$ cat src/rtl/scanout_pkg.sv
package scanout_pkg;

  typedef struct packed {
    logic de;
    logic hs_n;
    logic vs_n;
  } vid_ctl_t;

  localparam vid_ctl_t VID_IDLE = '{de: 1'b0, hs_n: 1'b1, vs_n: 1'b1};

  // Word offset of the pixel shown at (row, col) inside the framebuffer.
  function automatic int unsigned raster_offset(
    input int unsigned row,
    input int unsigned col,
    input int unsigned rows,
    input int unsigned cols,
    input int unsigned stride_log2,
    input logic        rot
  );
    int unsigned r;
    int unsigned c;
    r = rot ? (rows - 1 - row) : row;
    c = rot ? (cols - 1 - col) : col;
    return (r << stride_log2) + c;
  endfunction

endpackage

$ cat src/rtl/scanout_regs.sv
module scanout_regs #(
  parameter int ADDR_W    = 32,
  parameter int BASE_KEEP = 11,
  parameter int REG_AW    = 4
) (
  input  logic                 clk,
  input  logic                 rst_n,
  input  logic                 wr_en,
  input  logic [REG_AW-1:0]    reg_addr,
  input  logic [ADDR_W-1:0]    wdata,
  output logic [ADDR_W-1:0]    rdata,
  input  logic                 frame_start,
  output logic                 cfg_en,
  output logic                 cfg_rot,
  output logic [BASE_KEEP-1:0] cfg_base_hi
);
  localparam int BASE_LO = ADDR_W - BASE_KEEP;

  logic                 hit_base, hit_ctrl;
  logic [BASE_KEEP-1:0] pend_base;
  logic                 pend_en, pend_rot;
  logic                 unused_wbits;

  assign hit_base     = (reg_addr == REG_AW'(0));
  assign hit_ctrl     = (reg_addr == REG_AW'(4));
  assign unused_wbits = ^wdata[BASE_LO-1:2];

  always_ff @(posedge clk or negedge rst_n) begin
    if (!rst_n) begin
      pend_base <= '0;
      pend_en   <= 1'b0;
      pend_rot  <= 1'b0;
    end else if (wr_en) begin
      if (hit_base) pend_base <= wdata[ADDR_W-1:BASE_LO];
      if (hit_ctrl) begin
        pend_en  <= wdata[0];
        pend_rot <= wdata[1];
      end
    end
  end

  always_ff @(posedge clk or negedge rst_n) begin
    if (!rst_n) begin
      cfg_base_hi <= '0;
      cfg_en      <= 1'b0;
      cfg_rot     <= 1'b0;
    end else if (frame_start) begin
      cfg_base_hi <= pend_base;
      cfg_en      <= pend_en;
      cfg_rot     <= pend_rot;
    end
  end

  always_comb begin
    rdata = '0;
    if (hit_base) rdata = {pend_base, {BASE_LO{1'b0}}};
    else if (hit_ctrl) rdata = {{(ADDR_W-2){1'b0}}, pend_rot, pend_en};
  end

  AST_CFG_HOLD: assert property (@(posedge clk) disable iff (!rst_n)
    !frame_start |=> ($stable(cfg_en) && $stable(cfg_rot) && $stable(cfg_base_hi)));

endmodule

$ cat src/rtl/scanout_timing.sv
module scanout_timing #(
  parameter int H_ACT  = 640,
  parameter int H_FP   = 16,
  parameter int H_SYNC = 96,
  parameter int H_BP   = 48,
  parameter int V_ACT  = 480,
  parameter int V_FP   = 10,
  parameter int V_SYNC = 2,
  parameter int V_BP   = 33,
  parameter int HW     = 10,
  parameter int VW     = 10
) (
  input  logic          clk,
  input  logic          rst_n,
  output logic [HW-1:0] h_cnt,
  output logic [VW-1:0] v_cnt,
  output logic          in_active,
  output logic          hs_raw_n,
  output logic          vs_raw_n,
  output logic          frame_start
);
  localparam int H_TOT = H_ACT + H_FP + H_SYNC + H_BP;
  localparam int V_TOT = V_ACT + V_FP + V_SYNC + V_BP;

  logic line_end;

  assign line_end    = (h_cnt == HW'(H_TOT - 1));
  assign frame_start = line_end && (v_cnt == VW'(V_TOT - 1));

  always_ff @(posedge clk or negedge rst_n) begin
    if (!rst_n) begin
      h_cnt <= '0;
      v_cnt <= '0;
    end else if (line_end) begin
      h_cnt <= '0;
      v_cnt <= frame_start ? '0 : v_cnt + VW'(1);
    end else begin
      h_cnt <= h_cnt + HW'(1);
    end
  end

  assign in_active = (h_cnt < HW'(H_ACT)) && (v_cnt < VW'(V_ACT));
  assign hs_raw_n  = !((h_cnt >= HW'(H_ACT + H_FP)) && (h_cnt < HW'(H_ACT + H_FP + H_SYNC)));
  assign vs_raw_n  = !((v_cnt >= VW'(V_ACT + V_FP)) && (v_cnt < VW'(V_ACT + V_FP + V_SYNC)));

  AST_FRAME_WRAP: assert property (@(posedge clk) disable iff (!rst_n)
    frame_start |=> (h_cnt == '0 && v_cnt == '0));
  AST_H_LIMIT: assert property (@(posedge clk) disable iff (!rst_n)
    (32'(h_cnt) < H_TOT) && (32'(v_cnt) < V_TOT));

endmodule

$ cat src/rtl/scanout_fetch.sv
module scanout_fetch
  import scanout_pkg::*;
#(
  parameter int H_ACT       = 640,
  parameter int V_ACT       = 480,
  parameter int HW          = 10,
  parameter int VW          = 10,
  parameter int STRIDE_LOG2 = 10,
  parameter int BASE_KEEP   = 11,
  parameter int MEM_AW      = 30,
  parameter int MEM_LAT     = 2
) (
  input  logic                 clk,
  input  logic                 rst_n,
  input  logic [HW-1:0]        h_cnt,
  input  logic [VW-1:0]        v_cnt,
  input  logic                 in_active,
  input  logic                 hs_raw_n,
  input  logic                 vs_raw_n,
  input  logic                 cfg_en,
  input  logic                 cfg_rot,
  input  logic [BASE_KEEP-1:0] cfg_base_hi,
  output logic                 mem_req,
  output logic [MEM_AW-1:0]    mem_addr,
  input  logic                 mem_rvalid,
  input  logic [31:0]          mem_rdata,
  output logic [23:0]          px_rgb,
  output logic                 px_de,
  output logic                 hsync_n,
  output logic                 vsync_n
);
  localparam int OFF_W = MEM_AW - BASE_KEEP;

  logic             fetch_now;
  logic [OFF_W-1:0] next_off;
  logic             req_rot;
  vid_ctl_t         head;
  vid_ctl_t         aligned;
  logic             unused_top;

  assign fetch_now  = in_active && cfg_en;
  assign next_off   = OFF_W'(raster_offset(32'(v_cnt), 32'(h_cnt), V_ACT, H_ACT,
                                           STRIDE_LOG2, cfg_rot));
  assign head       = '{de: fetch_now, hs_n: hs_raw_n, vs_n: vs_raw_n};
  assign unused_top = ^mem_rdata[31:24];

  always_ff @(posedge clk or negedge rst_n) begin
    if (!rst_n) begin
      mem_req  <= 1'b0;
      mem_addr <= '0;
      req_rot  <= 1'b0;
    end else begin
      mem_req  <= fetch_now;
      mem_addr <= {cfg_base_hi, next_off};
      req_rot  <= cfg_rot;
    end
  end

  // Timing controls travel alongside the memory read: one request stage plus MEM_LAT.
  for (genvar i = 0; i <= MEM_LAT; i++) begin : g_stg
    vid_ctl_t d;
    vid_ctl_t q;
    if (i == 0) begin : g_head
      assign d = head;
    end else begin : g_tail
      assign d = g_stg[i-1].q;
    end
    always_ff @(posedge clk or negedge rst_n) begin
      if (!rst_n) q <= VID_IDLE;
      else        q <= d;
    end
  end

  assign aligned = g_stg[MEM_LAT].q;

  always_ff @(posedge clk or negedge rst_n) begin
    if (!rst_n) begin
      px_rgb  <= '0;
      px_de   <= 1'b0;
      hsync_n <= 1'b1;
      vsync_n <= 1'b1;
    end else begin
      px_rgb  <= aligned.de ? mem_rdata[23:0] : 24'h0;
      px_de   <= aligned.de;
      hsync_n <= aligned.hs_n;
      vsync_n <= aligned.vs_n;
    end
  end

  AST_REQ_NEEDS_EN: assert property (@(posedge clk) disable iff (!rst_n)
    mem_req |-> cfg_en);
  AST_REQ_WINDOW: assert property (@(posedge clk) disable iff (!rst_n)
    mem_req |-> ((32'(mem_addr[STRIDE_LOG2-1:0]) < H_ACT) &&
                 (32'(mem_addr[OFF_W-1:STRIDE_LOG2]) < V_ACT)));
  AST_REQ_STEP_UP: assert property (@(posedge clk) disable iff (!rst_n)
    (mem_req && $past(mem_req) && !req_rot) |-> (mem_addr == $past(mem_addr) + MEM_AW'(1)));
  AST_REQ_STEP_DOWN: assert property (@(posedge clk) disable iff (!rst_n)
    (mem_req && $past(mem_req) && req_rot) |-> (mem_addr == $past(mem_addr) - MEM_AW'(1)));
  AST_RESP_ALIGNED: assert property (@(posedge clk) disable iff (!rst_n)
    aligned.de |-> mem_rvalid);
  AST_BLACK_IDLE: assert property (@(posedge clk) disable iff (!rst_n)
    !px_de |-> (px_rgb == 24'h0));
  AST_SYNC_BLANK: assert property (@(posedge clk) disable iff (!rst_n)
    (!hsync_n || !vsync_n) |-> !px_de);

endmodule

$ cat src/rtl/scanout_ctrl.sv
module scanout_ctrl #(
  parameter int H_ACT       = 640,
  parameter int H_FP        = 16,
  parameter int H_SYNC      = 96,
  parameter int H_BP        = 48,
  parameter int V_ACT       = 480,
  parameter int V_FP        = 10,
  parameter int V_SYNC      = 2,
  parameter int V_BP        = 33,
  parameter int STRIDE_LOG2 = 10,
  parameter int BASE_KEEP   = 11,
  parameter int MEM_LAT     = 2
) (
  input  logic        clk,
  input  logic        rst_n,
  input  logic        reg_wr,
  input  logic [3:0]  reg_addr,
  input  logic [31:0] reg_wdata,
  output logic [31:0] reg_rdata,
  output logic        mem_req,
  output logic [29:0] mem_addr,
  input  logic        mem_rvalid,
  input  logic [31:0] mem_rdata,
  output logic [7:0]  px_red,
  output logic [7:0]  px_green,
  output logic [7:0]  px_blue,
  output logic        px_de,
  output logic        hsync_n,
  output logic        vsync_n
);
  localparam int ADDR_W = 32;
  localparam int MEM_AW = ADDR_W - 2;
  localparam int H_TOT  = H_ACT + H_FP + H_SYNC + H_BP;
  localparam int V_TOT  = V_ACT + V_FP + V_SYNC + V_BP;
  localparam int HW     = $clog2(H_TOT);
  localparam int VW     = $clog2(V_TOT);

  logic [HW-1:0]        h_cnt;
  logic [VW-1:0]        v_cnt;
  logic                 in_active, hs_raw_n, vs_raw_n, frame_start;
  logic                 cfg_en, cfg_rot;
  logic [BASE_KEEP-1:0] cfg_base_hi;
  logic [23:0]          px_rgb;

  scanout_regs #(.ADDR_W(ADDR_W), .BASE_KEEP(BASE_KEEP), .REG_AW(4)) u_regs (
    .clk(clk), .rst_n(rst_n), .wr_en(reg_wr), .reg_addr(reg_addr),
    .wdata(reg_wdata), .rdata(reg_rdata), .frame_start(frame_start),
    .cfg_en(cfg_en), .cfg_rot(cfg_rot), .cfg_base_hi(cfg_base_hi)
  );

  scanout_timing #(
    .H_ACT(H_ACT), .H_FP(H_FP), .H_SYNC(H_SYNC), .H_BP(H_BP),
    .V_ACT(V_ACT), .V_FP(V_FP), .V_SYNC(V_SYNC), .V_BP(V_BP),
    .HW(HW), .VW(VW)
  ) u_timing (
    .clk(clk), .rst_n(rst_n), .h_cnt(h_cnt), .v_cnt(v_cnt),
    .in_active(in_active), .hs_raw_n(hs_raw_n), .vs_raw_n(vs_raw_n),
    .frame_start(frame_start)
  );

  scanout_fetch #(
    .H_ACT(H_ACT), .V_ACT(V_ACT), .HW(HW), .VW(VW), .STRIDE_LOG2(STRIDE_LOG2),
    .BASE_KEEP(BASE_KEEP), .MEM_AW(MEM_AW), .MEM_LAT(MEM_LAT)
  ) u_fetch (
    .clk(clk), .rst_n(rst_n), .h_cnt(h_cnt), .v_cnt(v_cnt),
    .in_active(in_active), .hs_raw_n(hs_raw_n), .vs_raw_n(vs_raw_n),
    .cfg_en(cfg_en), .cfg_rot(cfg_rot), .cfg_base_hi(cfg_base_hi),
    .mem_req(mem_req), .mem_addr(mem_addr), .mem_rvalid(mem_rvalid),
    .mem_rdata(mem_rdata), .px_rgb(px_rgb), .px_de(px_de),
    .hsync_n(hsync_n), .vsync_n(vsync_n)
  );

  assign px_red   = px_rgb[23:16];
  assign px_green = px_rgb[15:8];
  assign px_blue  = px_rgb[7:0];

endmodule

$ cat config.mk
export PLATFORM = sky130hd
export DESIGN_NAME = scanout_ctrl
export DESIGN_NICKNAME = d
export VERILOG_FILES = /design/src/rtl/scanout_pkg.sv /design/src/rtl/scanout_regs.sv /design/src/rtl/scanout_timing.sv /design/src/rtl/scanout_fetch.sv /design/src/rtl/scanout_ctrl.sv
export SDC_FILE = /design/constraint.sdc
export NUM_CORES = 1
export LEC_CHECK = 0
export ABC_AREA = 0
export ABC_CLOCK_PERIOD_IN_PS = 3300
export CORE_UTILIZATION = 45
export CTS_CLUSTER_DIAMETER = 30
export DETAILED_ROUTE_END_ITERATION = 10
export HOLD_SLACK_MARGIN = 0.06
export MAX_ROUTING_LAYER = met4
export PLACE_DENSITY = 0.78
export REMOVE_ABC_BUFFERS = 1
export SLEW_MARGIN = 15
export SYNTH_ARGS = -nofsm -noshare
export SYNTH_HDL_FRONTEND = slang
export SYNTH_SLANG_ARGS = --single-unit
$ cat constraint.sdc
create_clock -name clk -period 3.3 [get_ports clk]
set_input_delay 0.33 -clock clk [delete_from_list [all_inputs] [get_ports clk]]
set_output_delay 0.33 -clock clk [all_outputs]
set_load 0.05 [all_outputs]
==> results.sh, run 1 <==
export IMPL_status="finished clean"
export IMPL_grt_max_degree=68
export IMPL_diodes=0
export IMPL_drv_cap=0
export IMPL_viasPerCell=4.85
export IMPL_synth_enable_flop_cells=0
export IMPL_p_leak_nw=2.97
export IMPL_setup_violations_final=0
export IMPL_cts_buffer_depth=2
export IMPL_synth_cell_types=48
export IMPL_total_power_mw=2.48
export IMPL_synth_commonest_cells="dfrtp_1 (104), and2_1 (37), xor2_1 (20)"
export IMPL_hold_violations=0
export IMPL_postCtsHoldBufs=0
export IMPL_finalClockSkew_ns=0.00840
export IMPL_chipHeight_um=104
export IMPL_area_growth_pct=32.4
export IMPL_synth_seq_cells=112
export IMPL_ys_async_sr_fraction=1.00
export IMPL_drv_slew=0
export IMPL_hold_class="in -> async"
export IMPL_cts_made_buffers=9
export IMPL_rsz0062_at_grt="false"
export IMPL_ir_drop_mv=0.174
export IMPL_initial_core_util=0.471
export IMPL_netlist_area_um2=4690
export IMPL_yosysWarnings=0
export IMPL_yosys_cell_count_top_type="dfrtp_1"
export IMPL_seq_area_frac_synth=0.600
export IMPL_drc=0
export IMPL_fillCellCount=784
export IMPL_nets=566
export IMPL_startpoint_type="flip-flop"
export IMPL_cts_resized=0
export IMPL_h_tree_depth=3
export IMPL_first_pass_iters=4
export IMPL_grt_pass1_vias=3016
export IMPL_antenna_found_initial=0
export IMPL_wirelength_um=9150
export IMPL_path_class="reg -> reg"
export IMPL_min_period_ns=2.99
export IMPL_cts_tree="done"
export IMPL_layout_drive_gt1_share=0.143
export IMPL_worstMarginPinSlew_ns=0.820
export IMPL_cts_root_buffer="clkbuf_8"
export IMPL_relSlewSlack=0.453
export IMPL_grt_pass1_wl_um=15400
export IMPL_path_max_fanout=9
export IMPL_power_density_nw_per_um2=400
export IMPL_dieArea_um2=10800
export IMPL_synthCells=360
export IMPL_die_w_um=104
export IMPL_cts_sinks=112
export IMPL_synth_largest_area_cell="dfrtp_1"
export IMPL_fp_coreArea_um2=9950
export IMPL_synth_top_cells_by_area="dfrtp_1 (56%), and2_1 (4.9%), mux2_2 (4.6%)"
export IMPL_worstPathRequired_ns=3.59
export IMPL_routedWlPerCell_um=14.9
export IMPL_fp_row_count=36
export IMPL_place_congestion=0.795
export IMPL_cp_end_kind="flip-flop"
export IMPL_period_share=0.907
export IMPL_syn_area_per_cell_um2=13.0
export IMPL_synth_main_ff_cell="dfrtp_1"
export IMPL_max_clock_freq_ghz=0.334
export IMPL_grt_overflow=0
export IMPL_gr_usage_all_layers=0.189
export IMPL_num_io_pins=162
export IMPL_clk_pin_slew_ns=0.09
export IMPL_arrival_ns=3.28
export IMPL_hpwl_um=6680
export IMPL_cts_setup_buffers=0
export IMPL_initialDrtViolationCount=207
export IMPL_setup_tns_ns=0
export IMPL_clkLatencyLatePin_ns=0.37
export IMPL_num_vias=2990
export IMPL_synth_top_area_share=0.555
export IMPL_ant_nets=0
export IMPL_portBuffers=114
critical path: stages (launching register included):
cell and delay (ns):
dfrtp_1 0.45, o21ai_0 0.42, nor2_1 0.31, ha_1 0.33
fa_1 0.43, a211oi_1 0.34, o21ai_0 0.18, a31oi_1 0.27
xor2_1 0.18
state kept, by name, summed over array words and instances (netlist names), 3 cells and up:
signal / flops
u_fetch.mem_addr: 30
u_regs.pend_base: 11
u_timing.v_cnt: 10
u_fetch.px_rgb: 24
u_regs.cfg_base_hi: 11
u_fetch.g_stg.q: 5
u_fetch.aligned: 3
u_timing.h_cnt: 10
routing by layer:
| metal | GRT usage | share of wire | up-vias | routed length [um] |
|---|---|---|---|---|
| met5 | - | 0 | - | 0 |
| met4 | 0.0857 | 0.019 | 0 | 170 |
| met3 | 0.0338 | 0.054 | 13 | 493 |
| met2 | 0.300 | 0.48 | 118 | 4350 |
| met1 | 0.236 | 0.45 | 1450 | 4140 |
| li1 | - | - | 1409 | - |
power by group:
group | switching (mW) | leakage, nW | internal [mW]
clock | 0.419 | 0.104 | 0.426
sequential | 0.0264 | 1.49 | 1.41
combinational | 0.111 | 1.37 | 0.0896
total | 0.557 | 2.97 | 1.92
cells in the final DEF (no fill, tap or decap), types with 2 or more instances in the layout:
cell,count
nor3_1,3
nand4_1,3
nand3_1,12
xor2_1,20
mux2_4,7
bufinv_16,2
and3_1,7
nor2_1,13
ha_1,15
clkinv_2,2
clkbuf_8,9
and2_1,37
a211oi_1,4
a21o_1,3
mux2_2,19
clkdlybuf4s50_1,102
nand2_1,9
dfstp_2,8
o21ai_0,9
xnor2_1,15
buf_4,7
conb_1,19
nor4_1,4
inv_1,8
o21bai_1,2
a21oi_1,5
buf_12,11
clkbuf_1,3
dfrtp_1,104
or4b_2,2
cells by family (layout without fill, tap and decap cells):
kind of cell / count (synthesis) / after routing / synth area share
flops: 112 / 112 / 0.600
mux: 27 / 27 / 0.0702
simple gates: 99 / 99 / 0.124
buf+inv: 39 / 144 / 0.0521
fa+ha+maj: 16 / 16 / 0.0443
other cells: 1 / 19 / 0.000800
xor+xnor: 35 / 35 / 0.0654
compound gates: 31 / 31 / 0.0427
worst paths after layout:
| check | end | slack [ns] | from | cells past startpoint |
|---|---|---|---|---|
| setup / recovery | u_fetch.mem_addr[18] | 0.31 | u_timing.h_cnt[8] | 8 |
| hold / removal | u_fetch.mem_addr[12] | 0.04 | rst_n | 1 |
| setup reg to reg | u_fetch.mem_addr[18] | 0.31 | u_timing.h_cnt[8] | 8 |
| hold reg to reg | u_fetch.aligned[2] | 0.36 | u_fetch.g_stg[1].q[2] | 0 |
| max in group asynchronous | u_regs.pend_base[0] | 2.38 | rst_n | 2 |
| min in group clk | u_fetch.aligned[2] | 0.36 | u_fetch.g_stg[1].q[2] | 0 |
layout make-up:
type	instances	area [um2]	area share
Tap cell	133	166	0.0268
Clock inverter	4	70.1	0.0113
Clock buffer	12	135	0.0218
Multi-Input combinational cell	227	1700	0.274
Sequential cell	112	2810	0.453
Timing Repair Buffer	120	1290	0.208
Inverter	8	30.0	0.00484
stage by stage:
stage / instance area (um2) / util / hold slack, ns / std cells / setup slack (ns)
floorplan: 4540 / - / 0.0344 / 347 / 0.730
global placement: 6000 / 0.603 / 0.336 / 600 / 0.536
detailed placement: 6000 / 0.603 / 0.337 / 600 / 0.361
CTS: 6210 / 0.623 / 0.0714 / 616 / 0.308
global route: 6210 / 0.623 / 0.108 / 616 / 0.0655
finish: 6210 / 0.623 / 0.0393 / 616 / 0.307
Power figures use the tool's default switching activity.
==> run 2: changes to the inputs <==
CAP_MARGIN = 5   (was default)
==> results of run 2 <==
Final layout, timing and power as in run 1 (identical DEF).
